File: config.mk
export PLATFORM = sky130hd
export DESIGN_NAME = rfbist_seq
export DESIGN_NICKNAME = d
export VERILOG_FILES = /design/src/rtl/rfbist_pkg.sv /design/src/rtl/rfbist_ctrl.sv /design/src/rtl/rfbist_wgen.sv /design/src/rtl/rfbist_rgen.sv /design/src/rtl/rfbist_cmp.sv /design/src/rtl/rfbist_seq.sv
export SDC_FILE = /design/constraint.sdc
export NUM_CORES = 1
export LEC_CHECK = 0
export BUFFER_PORTS_ARGS = -buffer_cell sky130_fd_sc_hd__buf_2
export CORE_ASPECT_RATIO = 1.25
export CORE_MARGIN = 4
export CORE_UTILIZATION = 35
export DETAILED_ROUTE_END_ITERATION = 12
export PLACE_DENSITY_LB_ADDON = 0.3
export SLEW_MARGIN = 25
export SYNTH_ARGS = -nofsm -noshare
export SYNTH_HDL_FRONTEND = slang
export SYNTH_HIERARCHICAL = 1
export SYNTH_SLANG_ARGS = --single-unit
File: constraint.sdc
create_clock -name clk -period 3.17 [get_ports clk]
set_input_delay 0.317 -clock clk [delete_from_list [all_inputs] [get_ports clk]]
set_output_delay 0.317 -clock clk [all_outputs]
set_load 0.05 [all_outputs]
File: src/rtl/rfbist_pkg.sv
package rfbist_pkg;

  localparam logic [31:0] LFSR_TAPS = 32'hA300_0000;

  function automatic int div_up(input int num, input int den);
    return (num + den - 1) / den;
  endfunction

  function automatic int fill_len(input int nreg, input int nwr);
    return (nreg >= nwr) ? div_up(nreg, nwr) : nreg;
  endfunction

  function automatic int sweep_len(input int nreg, input int nrd);
    return div_up(nreg, nrd);
  endfunction

  function automatic int flush_len(input int nreg, input int nwr, input int nrd, input int lat);
    int f = fill_len(nreg, nwr);
    int r = sweep_len(nreg, nrd);
    return (f > r) ? lat : lat + r - f;
  endfunction

  function automatic int skip_len(input int nreg, input int nwr, input int nrd, input int lat);
    int f = fill_len(nreg, nwr);
    int r = sweep_len(nreg, nrd);
    return (f > r) ? f + lat - r : lat;
  endfunction

  function automatic logic [31:0] lfsr_adv(input logic [31:0] s);
    return {1'b0, s[31:1]} ^ (s[0] ? LFSR_TAPS : 32'h0);
  endfunction

endpackage

File: src/rtl/rfbist_ctrl.sv
module rfbist_ctrl #(
  parameter int TOTAL = 5,
  parameter int CW    = 3
) (
  input  logic          clk,
  input  logic          rst,
  input  logic          start,
  input  logic          lock,
  output logic          fresh,
  output logic          step,
  output logic          ending,
  output logic          go_next,
  output logic [CW-1:0] cyc,
  output logic [CW-1:0] nxt_cyc,
  output logic          busy,
  output logic          done
);

  always_comb begin
    fresh   = !busy && start && !lock;
    step    = busy && !lock;
    ending  = step && (cyc == CW'(TOTAL - 1));
    go_next = fresh || (step && !ending);
    nxt_cyc = fresh ? '0 : cyc + 1'b1;
  end

  always_ff @(posedge clk) begin
    if (rst) begin
      busy <= 1'b0;
      done <= 1'b0;
      cyc  <= '0;
    end else if (fresh) begin
      busy <= 1'b1;
      done <= 1'b0;
      cyc  <= '0;
    end else if (ending) begin
      busy <= 1'b0;
      done <= 1'b1;
    end else if (step) begin
      cyc <= nxt_cyc;
    end
  end

  assert_lock_hold_R9: assert property (@(posedge clk) disable iff (rst)
    (busy && lock) |=> (busy && $stable(cyc)));

  assert_cycle_advance_R2: assert property (@(posedge clk) disable iff (rst)
    (busy && !lock && cyc != CW'(TOTAL - 1)) |=> (busy && cyc == $past(cyc) + 1'b1));

  assert_done_at_end_R3: assert property (@(posedge clk) disable iff (rst)
    $rose(done) |-> (!busy && $past(cyc) == CW'(TOTAL - 1)));

endmodule

File: src/rtl/rfbist_wgen.sv
module rfbist_wgen
  import rfbist_pkg::*;
#(
  parameter int          NREG  = 8,
  parameter int          DW    = 16,
  parameter int          NWR   = 3,
  parameter int          MAXWR = 2,
  parameter int          IW    = 3,
  parameter int          CW    = 3,
  parameter int          FILL  = 3,
  parameter logic [31:0] SEED  = 32'h5EED_C0DE
) (
  input  logic              clk,
  input  logic              rst,
  input  logic              fresh,
  input  logic              go_next,
  input  logic              ending,
  input  logic [CW-1:0]     nxt_cyc,
  output logic [NWR*DW-1:0] wr_data,
  output logic [NWR-1:0]    wr_load,
  output logic [NWR*IW-1:0] wr_idx
);

  localparam int BW  = $clog2(NREG + 1);
  localparam int NCW = $clog2(NWR + 1);

  logic [BW-1:0]     base_q, base_c;
  logic [31:0]       state_q;
  logic [31:0]       chain [NWR+1];
  logic [NWR-1:0]    real_c;
  logic [NWR*DW-1:0] data_c;
  logic [NWR*IW-1:0] idx_c;
  logic [NCW-1:0]    cnt_c;

  assign base_c   = fresh ? '0 : base_q;
  assign chain[0] = fresh ? SEED : state_q;

  generate
    for (genvar k = 1; k <= NWR; k++) begin : g_chain
      assign chain[k] = lfsr_adv(chain[k-1]);
    end
  endgenerate

  always_comb begin
    real_c = '0;
    data_c = '0;
    idx_c  = '0;
    cnt_c  = '0;
    for (int j = 0; j < NWR; j++) begin
      if (int'(nxt_cyc) < FILL && j < MAXWR && int'(base_c) + j < NREG) begin
        real_c[j]            = 1'b1;
        data_c[j*DW +: DW]   = chain[j+1][DW-1:0];
        idx_c[j*IW +: IW]    = IW'(int'(base_c) + j);
        cnt_c                = cnt_c + 1'b1;
      end
    end
  end

  always_ff @(posedge clk) begin
    if (rst) begin
      wr_data <= '0;
      wr_load <= '0;
      wr_idx  <= '0;
      base_q  <= '0;
      state_q <= SEED;
    end else if (go_next) begin
      wr_data <= data_c;
      wr_load <= real_c;
      wr_idx  <= idx_c;
      base_q  <= base_c + BW'(cnt_c);
      state_q <= chain[cnt_c];
    end else if (ending) begin
      wr_data <= '0;
      wr_load <= '0;
      wr_idx  <= '0;
    end
  end

  assert_write_cap_R4: assert property (@(posedge clk) disable iff (rst)
    $countones(wr_load) <= MAXWR);

  generate
    for (genvar j = 1; j < NWR; j++) begin : g_order
      assert_write_order_R4: assert property (@(posedge clk) disable iff (rst)
        wr_load[j] |-> (wr_load[j-1] && wr_idx[j*IW +: IW] == wr_idx[(j-1)*IW +: IW] + 1'b1));
    end
  endgenerate

endmodule

File: src/rtl/rfbist_rgen.sv
module rfbist_rgen #(
  parameter int NREG = 8,
  parameter int NRD  = 2,
  parameter int IW   = 3,
  parameter int CW   = 3,
  parameter int REQ0 = 0
) (
  input  logic              clk,
  input  logic              rst,
  input  logic              fresh,
  input  logic              go_next,
  input  logic              ending,
  input  logic [CW-1:0]     nxt_cyc,
  output logic [NRD-1:0]    rd_load,
  output logic [NRD*IW-1:0] rd_idx
);

  logic [IW-1:0]     base_q, base_c;
  logic              active_c;
  logic [NRD*IW-1:0] idx_c;

  assign base_c = fresh ? '0 : base_q;

  always_comb begin
    active_c = int'(nxt_cyc) >= REQ0;
    idx_c    = '0;
    for (int j = 0; j < NRD; j++) begin
      if (active_c) idx_c[j*IW +: IW] = IW'((int'(base_c) + j) % NREG);
    end
  end

  always_ff @(posedge clk) begin
    if (rst) begin
      rd_load <= '0;
      rd_idx  <= '0;
      base_q  <= '0;
    end else if (go_next) begin
      rd_load <= {NRD{active_c}};
      rd_idx  <= idx_c;
      base_q  <= active_c ? IW'((int'(base_c) + NRD) % NREG) : base_c;
    end else if (ending) begin
      rd_load <= '0;
      rd_idx  <= '0;
    end
  end

  assert_read_all_ports_R6: assert property (@(posedge clk) disable iff (rst)
    (|rd_load) |-> (&rd_load));

  assert_read_index_range_R6: assert property (@(posedge clk) disable iff (rst)
    int'(rd_idx[IW-1:0]) < NREG);

endmodule

File: src/rtl/rfbist_cmp.sv
module rfbist_cmp #(
  parameter int NREG = 8,
  parameter int DW   = 16,
  parameter int NWR  = 3,
  parameter int NRD  = 2,
  parameter int IW   = 3,
  parameter int CW   = 3,
  parameter int IGN  = 1
) (
  input  logic              clk,
  input  logic              rst,
  input  logic              fresh,
  input  logic              step,
  input  logic [CW-1:0]     cyc,
  input  logic [NWR*DW-1:0] wr_data,
  input  logic [NWR-1:0]    wr_load,
  input  logic [NWR*IW-1:0] wr_idx,
  input  logic [NRD*DW-1:0] rd_data,
  output logic              pass,
  output logic [CW-1:0]     fail_cycle
);

  logic [DW-1:0]  shadow [NREG];
  logic [IW-1:0]  chk_q;
  logic           chk_c;
  logic [NRD-1:0] miss_c;

  always_comb begin
    chk_c  = step && int'(cyc) >= IGN;
    miss_c = '0;
    for (int j = 0; j < NRD; j++) begin
      miss_c[j] = chk_c && (rd_data[j*DW +: DW] != shadow[(int'(chk_q) + j) % NREG]);
    end
  end

  always_ff @(posedge clk) begin
    if (rst) begin
      pass       <= 1'b0;
      fail_cycle <= '0;
      chk_q      <= '0;
      for (int k = 0; k < NREG; k++) shadow[k] <= '0;
    end else if (fresh) begin
      pass       <= 1'b1;
      fail_cycle <= '0;
      chk_q      <= '0;
      for (int k = 0; k < NREG; k++) shadow[k] <= '0;
    end else if (step) begin
      for (int j = 0; j < NWR; j++) begin
        if (wr_load[j]) shadow[int'(wr_idx[j*IW +: IW]) % NREG] <= wr_data[j*DW +: DW];
      end
      if (chk_c) chk_q <= IW'((int'(chk_q) + NRD) % NREG);
      if ((|miss_c) && pass) begin
        pass       <= 1'b0;
        fail_cycle <= cyc;
      end
    end
  end

  assert_fail_sticky_R8: assert property (@(posedge clk) disable iff (rst)
    (!pass && !fresh) |=> !pass);

  assert_fail_held_R8: assert property (@(posedge clk) disable iff (rst)
    (!pass && !fresh) |=> $stable(fail_cycle));

  assert_fail_window_R7: assert property (@(posedge clk) disable iff (rst)
    $fell(pass) |-> (int'(fail_cycle) >= IGN));

endmodule

File: src/rtl/rfbist_seq.sv
module rfbist_seq
  import rfbist_pkg::*;
#(
  parameter int          NREG  = 8,
  parameter int          DW    = 16,
  parameter int          NWR   = 3,
  parameter int          NRD   = 2,
  parameter int          MAXWR = 2,
  parameter int          LAT   = 1,
  parameter logic [31:0] SEED  = 32'h5EED_C0DE,
  localparam int IW    = (NREG > 1) ? $clog2(NREG) : 1,
  localparam int FILL  = fill_len(NREG, NWR),
  localparam int IGN   = skip_len(NREG, NWR, NRD, LAT),
  localparam int TOTAL = FILL + flush_len(NREG, NWR, NRD, LAT),
  localparam int REQ0  = IGN - LAT,
  localparam int CW    = $clog2(TOTAL + 1)
) (
  input  logic              clk,
  input  logic              rst,
  input  logic              start,
  input  logic              lock,
  input  logic [NRD*DW-1:0] rd_data,
  output logic [NWR*DW-1:0] wr_data,
  output logic [NWR-1:0]    wr_load,
  output logic [NWR*IW-1:0] wr_idx,
  output logic [NRD-1:0]    rd_load,
  output logic [NRD*IW-1:0] rd_idx,
  output logic              busy,
  output logic              done,
  output logic              pass,
  output logic [CW-1:0]     fail_cycle
);

  logic          fresh, step, ending, go_next;
  logic [CW-1:0] cyc, nxt_cyc;

  rfbist_ctrl #(.TOTAL(TOTAL), .CW(CW)) u_ctrl (
    .clk(clk), .rst(rst), .start(start), .lock(lock),
    .fresh(fresh), .step(step), .ending(ending), .go_next(go_next),
    .cyc(cyc), .nxt_cyc(nxt_cyc), .busy(busy), .done(done)
  );

  rfbist_wgen #(
    .NREG(NREG), .DW(DW), .NWR(NWR), .MAXWR(MAXWR),
    .IW(IW), .CW(CW), .FILL(FILL), .SEED(SEED)
  ) u_wgen (
    .clk(clk), .rst(rst), .fresh(fresh), .go_next(go_next), .ending(ending),
    .nxt_cyc(nxt_cyc), .wr_data(wr_data), .wr_load(wr_load), .wr_idx(wr_idx)
  );

  rfbist_rgen #(
    .NREG(NREG), .NRD(NRD), .IW(IW), .CW(CW), .REQ0(REQ0)
  ) u_rgen (
    .clk(clk), .rst(rst), .fresh(fresh), .go_next(go_next), .ending(ending),
    .nxt_cyc(nxt_cyc), .rd_load(rd_load), .rd_idx(rd_idx)
  );

  rfbist_cmp #(
    .NREG(NREG), .DW(DW), .NWR(NWR), .NRD(NRD), .IW(IW), .CW(CW), .IGN(IGN)
  ) u_cmp (
    .clk(clk), .rst(rst), .fresh(fresh), .step(step), .cyc(cyc),
    .wr_data(wr_data), .wr_load(wr_load), .wr_idx(wr_idx), .rd_data(rd_data),
    .pass(pass), .fail_cycle(fail_cycle)
  );

  assert_ports_quiet_idle_R1: assert property (@(posedge clk) disable iff (rst)
    !busy |-> (wr_load == '0 && rd_load == '0));

  assert_start_ignored_busy_R2: assert property (@(posedge clk) disable iff (rst)
    (busy && start && !lock && !done) |=> (busy || done));

endmodule

Word-level counts from Yosys, hierarchy flattened
Memory sizes are Yosys's and may differ from the RTL's. A register that Yosys moved wholly into a read port is not among the register bits.
Index checks and enable logic that the tools add are counted.
{"block": "word_totals", "input_bits": 36, "reg_bits": 99, "ram_bits": 128, "output_inout_bits": 74, "n_memories": 1, "elab_cells": 135}
{"block": "classes", "bitwise_logic": 13, "n_lt_le_gt_ge": 5, "n_eq_ne": 3, "mux": 64, "addsub": 8, "n_reduce_logical": 27}
{"memory": "u_cmp.shadow", "words": 8, "word_bits": 16, "read_ports": 2, "rd_clocked_by_memory_dff": 1, "wr": 8, "line": "rfbist_cmp.sv:23", "rtl": "logic [DW-1:0] shadow [NREG];"}
{"op": "$mux W32", "n": 8}
{"op": "$mux W16", "n": 12}
{"op": "$xor A31 B32 Y32", "n": 3}
{"op": "$bmux W32 S2", "n": 1}
{"op": "$lt A32 B5 Y1 const B", "n": 1}
{"op": "$ne A16 B16 Y1", "n": 2}
{"op": "$reduce_or A16 Y1", "n": 2}
{"op": "$mux W1", "n": 25}
{"op": "$mux W3", "n": 8}
{"op": "$mux W6", "n": 4}
{"op": "$logic_and A1 B1 Y1", "n": 11}
{"op": "$mux W2", "n": 5}
{"op": "$add A3 B1 Y3 const B", "n": 3}
{"op": "$or A1 B1 Y1", "n": 8}
{"op": "$reduce_and A2 Y1", "n": 4}
{"op": "$reduce_bool A2 Y1", "n": 4}
{"op": "$add A3 B2 Y3 const B", "n": 2}
{"op": "$add A4 B1 Y5 const B", "n": 1}
{"op": "$add A4 B2 Y4", "n": 1}
{"op": "$lt A4 B4 Y1 const B", "n": 1}
{"op": "$mux W4", "n": 1}
{"op": "$reduce_or A2 Y1", "n": 2}
{"op": "$eq A3 B3 Y1 const B", "n": 1}
{"op": "$ge A3 B1 Y1 const B", "n": 1}
{"op": "other kinds (7)", "n": 9}

Logic depth before layout (Yosys ltp)
{"block": "depth", "depth_word": 13, "mapped_depth": 13, "ltp_nobuf": 11}

Hierarchy
The synthesis kept the hierarchy.
{"module": "rfbist_cmp", "instances": 1, "cells_per_inst": 774, "seq_area_each_um2": 4003.8, "area_per_inst_um2": 8222.9}
{"module": "rfbist_wgen", "instances": 1, "cells_per_inst": 457, "seq_area_each_um2": 1521.5, "area_per_inst_um2": 3945.0}
{"module": "rfbist_rgen", "instances": 1, "cells_per_inst": 47, "seq_area_each_um2": 200.2, "area_per_inst_um2": 431.7}
{"module": "rfbist_ctrl", "instances": 1, "cells_per_inst": 35, "seq_area_each_um2": 100.1, "area_per_inst_um2": 285.3}

Least setup slack after synthesis
No wires, ideal clock.
{"block": "synth_path", "path_type": "register -> register", "start": "register u_ctrl.busy", "end": "register u_wgen.state_q[14]", "period_less_slack_ns": 3.253, "path_stages_with_launch": 12, "required_time_ns": 3.050, "setup_slack_ns": -0.083, "arrival_time_ns": 3.133, "cell_sequence": "dfxtp_1 > nor3b_2 > nor2_1 > a21o_1 > nor3_1 > ha_1 > buf_4 > or2_1 > buf_4 > o22ai_1 > a211oi_1 > a211o_1"}
{"block": "synth_between", "elab_chain_cells": 13, "word_cells_on_any_way": 27, "classes_between": "2 x add/sub; 3 x order compare; 8 x mux; 4 x bitwise; 10 x reduce/logical"}
{"element": "start, declared", "line": "rfbist_ctrl.sv:15", "rtl": "output logic busy,"}
{"element": "start signal, assigned", "line": "rfbist_ctrl.sv:29", "rtl": "busy <= 1'b0;"}
{"element": "start signal, assigned", "line": "rfbist_ctrl.sv:33", "rtl": "busy <= 1'b1;"}
{"element": "start signal, assigned", "line": "rfbist_ctrl.sv:37", "rtl": "busy <= 1'b0;"}
{"element": "$logic_not A1 Y1 *", "line": "rfbist_ctrl.sv:20", "rtl": "fresh = !busy && start && !lock;"}
{"element": "$logic_and A1 B1 Y1 * (2 in a row)", "line": "rfbist_ctrl.sv:20"}
{"element": "named net fresh", "line": "rfbist_seq.sv:34", "rtl": "logic fresh, step, ending, go_next;"}
{"element": "$mux W3 *", "line": "rfbist_ctrl.sv:24", "rtl": "nxt_cyc = fresh ? '0 : cyc + 1'b1;"}
{"element": "named net nxt_cyc[2]", "line": "rfbist_seq.sv:35", "rtl": "logic [CW-1:0] cyc, nxt_cyc;"}
{"element": "$lt A3 B2 Y1 *", "line": "rfbist_wgen.sv:50", "rtl": "if (int'(nxt_cyc) < FILL && j < MAXWR && int'(base_c) + j < NREG) begin"}
{"element": "$logic_and A1 B1 Y1", "line": "rfbist_wgen.sv:50"}
{"element": "$mux W1", "line": "rfbist_wgen.sv:50"}
{"element": "$add A1 B1 Y2", "line": "rfbist_wgen.sv:54", "rtl": "cnt_c = cnt_c + 1'b1;"}
{"element": "$mux W2 *", "line": "rfbist_wgen.sv:50"}
{"element": "$not A2 Y3 (implied by the code) *", "line": "rfbist_wgen.sv:71", "rtl": "state_q <= chain[cnt_c];"}
{"element": "$bmux W32 S2 *", "line": "rfbist_wgen.sv:71"}
{"element": "$mux W32 (implied by the code) * (2 in a row)", "line": "rfbist_wgen.sv:71"}
{"element": "end signal, assigned", "line": "rfbist_wgen.sv:71"}
{"element": "end, declared", "line": "rfbist_wgen.sv:28", "rtl": "logic [31:0] state_q;"}
The timed path passes the listed nets; every way through them passes the cells marked *. The select of a mux whose other input is x is not followed.
A chain may end at the register's enable or synchronous reset.

==> impl_metrics.env <==
export IMPL_critPathCaptureType="flip-flop"
export IMPL_grt_max_degree=69
export IMPL_die_x_um=180
export IMPL_relSlewSlack_pct=40.2
export IMPL_yosysTopAreaCellShare_pct=29.8
export IMPL_hold_path_class="in2reg"
export IMPL_die_area_um2=40000
export IMPL_critPathSlowestCell="nor2_1"
export IMPL_dpl_hpwl_mm=29.4
export IMPL_fin_crit_sh_pct=90.0
export IMPL_timing_hold_ws_ns=0.193
export IMPL_synthesis_instances=1313
export IMPL_post_drt_wl_per_cell_um=23.8
export IMPL_crit_required_ns=3.54
export IMPL_grt_overflow_total=0
export IMPL_synth_flop_cell="edfxtp_1"
export IMPL_yosysTopAreaCell="edfxtp_1"
export IMPL_crit_path_cell_trace="nand2b_2 > inv_2 > nor3b_2 > and3_1 > nand3_1 > nor2_1 > buf_4 > a22oi_1 > a21oi_1"
export IMPL_ctsHoldBuffers=0
export IMPL_critPathMaxFanout=9
export IMPL_drv_slew=0
export IMPL_initial_utilization_pct=35.5
export IMPL_clk_pin_slew_ns=0.06
export IMPL_cpPeakStageDelay_ns=0.70
export IMPL_ys_async_sr_fraction_pct=0
export IMPL_p_per_area_nw_per_um2=512
export IMPL_grt_pass1_wl_mm=64.9
export IMPL_ctsResizeCount=0
export IMPL_setup_viol=0
export IMPL_grt_pass1_vias=10200
export IMPL_start_kind="flip-flop"
export IMPL_avgSynthCellArea_um2=9.81
export IMPL_yosysSeqAreaShare_pct=45.2
export IMPL_drc=0
export IMPL_fmax_mhz=351
export IMPL_period_minus_slack_ns=2.85
export IMPL_synth_seq_cells=227
export IMPL_cap_violations=0
export IMPL_mostFrequentLayoutCells="a22oi_1 (147), nor2_1 (130), edfxtp_1 (128)"
export IMPL_cts_setup_buffers=0
export IMPL_p_leak_nw=5.20
export IMPL_syn_area_um2=12900
export IMPL_numCtsBuffers=25
export IMPL_synth_edf_count=128
export IMPL_clock_sinks=227
export IMPL_num_io_pins=110
export IMPL_drive_gt1_share_pct=17.2
export IMPL_core_area_um2=36300
export IMPL_synth_cell_types=82
export IMPL_outcome="complete, no violations"
export IMPL_dr_pass1_iters=6
export IMPL_rsz0062_at_grt="false"
export IMPL_totalPowerFinal_mw=7.32
export IMPL_critical_path_class="reg2reg"
export IMPL_htreeDepth=1
export IMPL_die_h_um=223
export IMPL_cts_root_buf="clkbuf_16"
export IMPL_worstMarginPinSlew_ns=0.896
export IMPL_detail_route_antenna_nets=0
export IMPL_ir_drop_mv=0.399
export IMPL_finalHoldViolations=0
export IMPL_finClkSkew_ns=0.0109
export IMPL_port_buffers=89
export IMPL_antenna_found_initial=1
export IMPL_drt_iter0_markers=1402
export IMPL_final_common_cell="a22oi_1"
export IMPL_place_gp_congestion=0.841
export IMPL_layout_area_overhead_vs_synth_pct=11.0
export IMPL_dp_slack_ns=0.219
export IMPL_ys_warn_count=6
export IMPL_nets=1371
export IMPL_setup_tns_ns=0
export IMPL_crit_arrival_ns=3.23
export IMPL_insertion_delay_ns=0.52
export IMPL_clock_path_buffers=3
export IMPL_num_rows=78
export IMPL_num_vias=10700
export IMPL_routed_wl_mm=43.4
export IMPL_ys_top_cells_by_area="edfxtp_1 (30%), dfxtp_1 (15%), a22oi_1 (8.6%)"
export IMPL_cts_tree="yes"
export IMPL_setup_ws_ns=0.317
export IMPL_grtUsageTotal_pct=20.7
export IMPL_avgViaCountPerCell=5.84
## cell type report
class / instances / area, um^2
well taps: 480 / 601
clock buffers: 32 / 684
diodes: 1 / 2.50
fillers: 3655 / 22000
clock inverters: 13 / 101
multi-input cells: 928 / 6250
flip-flops and latches: 227 / 5830
inverters: 12 / 45.0
repair buffers: 134 / 798
## logic make-up (layout without fill, tap and decap cells)
family	after synthesis	count (layout)	share of synthesized area, %
AOI/OAI and AO/OA	445	445	22.0
DFF	227	227	45.2
xor gates and xnor gates	45	45	3.17
and+or+nand+nor	357	357	13.8
other	1	21	0.0291
muxes	54	54	8.04
buffers and inverters	177	191	7.07
adders and majority gates	7	7	0.738
## layer usage
metal | part of all wire [%] | up-vias | wire length [um] | global-route usage, %
met4 | 4.5 | 0 | 1950 | 8.31
met1 | 38 | 5158 | 16300 | 25.2
met5 | 0 | - | 0 | 0
li1 | - | 4897 | - | -
met3 | 7.6 | 93 | 3280 | 3.49
met2 | 50 | 519 | 21800 | 36.4
## state kept, by name, indices dropped and copies added, names as in the netlist, named ones only
register          count
u_cmp/shadow        128
u_wgen/state_q       32
u_wgen/wr_data       32
u_rgen/rd_idx         6
u_wgen/wr_idx         6
u_wgen/base_q         4
u_cmp/fail_cycle      3
u_ctrl/cyc            3
u_rgen/base_q         3
u_cmp/chk_q           2
u_wgen/wr_load        2
u_cmp/pass            1
u_ctrl/busy           1
u_ctrl/done           1
u_rgen/rd_load        1
## where the power goes
group          switching, mW  total, mW  internal (mW)
registers              0.229       3.51           3.28
clock network           1.22       2.83           1.61
logic                  0.658      0.982          0.323
total                   2.11       7.32           5.21
## final timing paths
path               startpoint            endpoint  slack (ns)  cells past startpoint
min                      lock         u_ctrl/busy        0.19                      3
max reg2reg       u_ctrl/busy  u_cmp/shadow[7][5]        0.32                      9
min reg2reg  u_rgen/base_q[0]    u_rgen/base_q[0]        0.45                      2
max               u_ctrl/busy  u_cmp/shadow[7][5]        0.32                      9
## worst max-delay path, delay by kind of cell (launching register included)
kind,cells,cell delay [ns]
AO/OA/AOI/OAI,2,0.27
buffers and inverters,2,0.43
flip-flops,1,0.42
AND/OR/NAND/NOR,5,1.57
## synthesized netlist by cell type (all sizes together), types with 4 or more instances
master,number
a22oi,147
nor2,140
edfxtp,128
a21oi,115
o21ai,110
clkbuf,108
nand2,107
dfxtp,99
buf,57
xnor2,38
mux4,32
nor3,24
nor2b,23
a211oi,17
mux2i,15
inv,12
a2111oi,9
o22ai,9
nand4,8
mux2,7
nand3,7
ha,6
xor2,6
a211o,5
a21o,5
a22o,5
nand2b,5
nand3b,5
nor3b,5
nor4,5
and3,4
nand4b,4
nand4bb,4
or2,4
## per-stage QoR
| stage | util, % | area, um^2 | cells |
|---|---|---|---|
| 2_1_floorplan | - | 13000 | 1332 |
| 3_3_place_gp | 37.2 | 13500 | 1781 |
| 3_5_place_dp | 37.2 | 13500 | 1781 |
| 4_1_cts | 39.4 | 14300 | 1826 |
| 5_1_grt | 39.4 | 14300 | 1826 |
| 6_report | 39.4 | 14300 | 1827 |
Power figures use the tool's default switching activity.
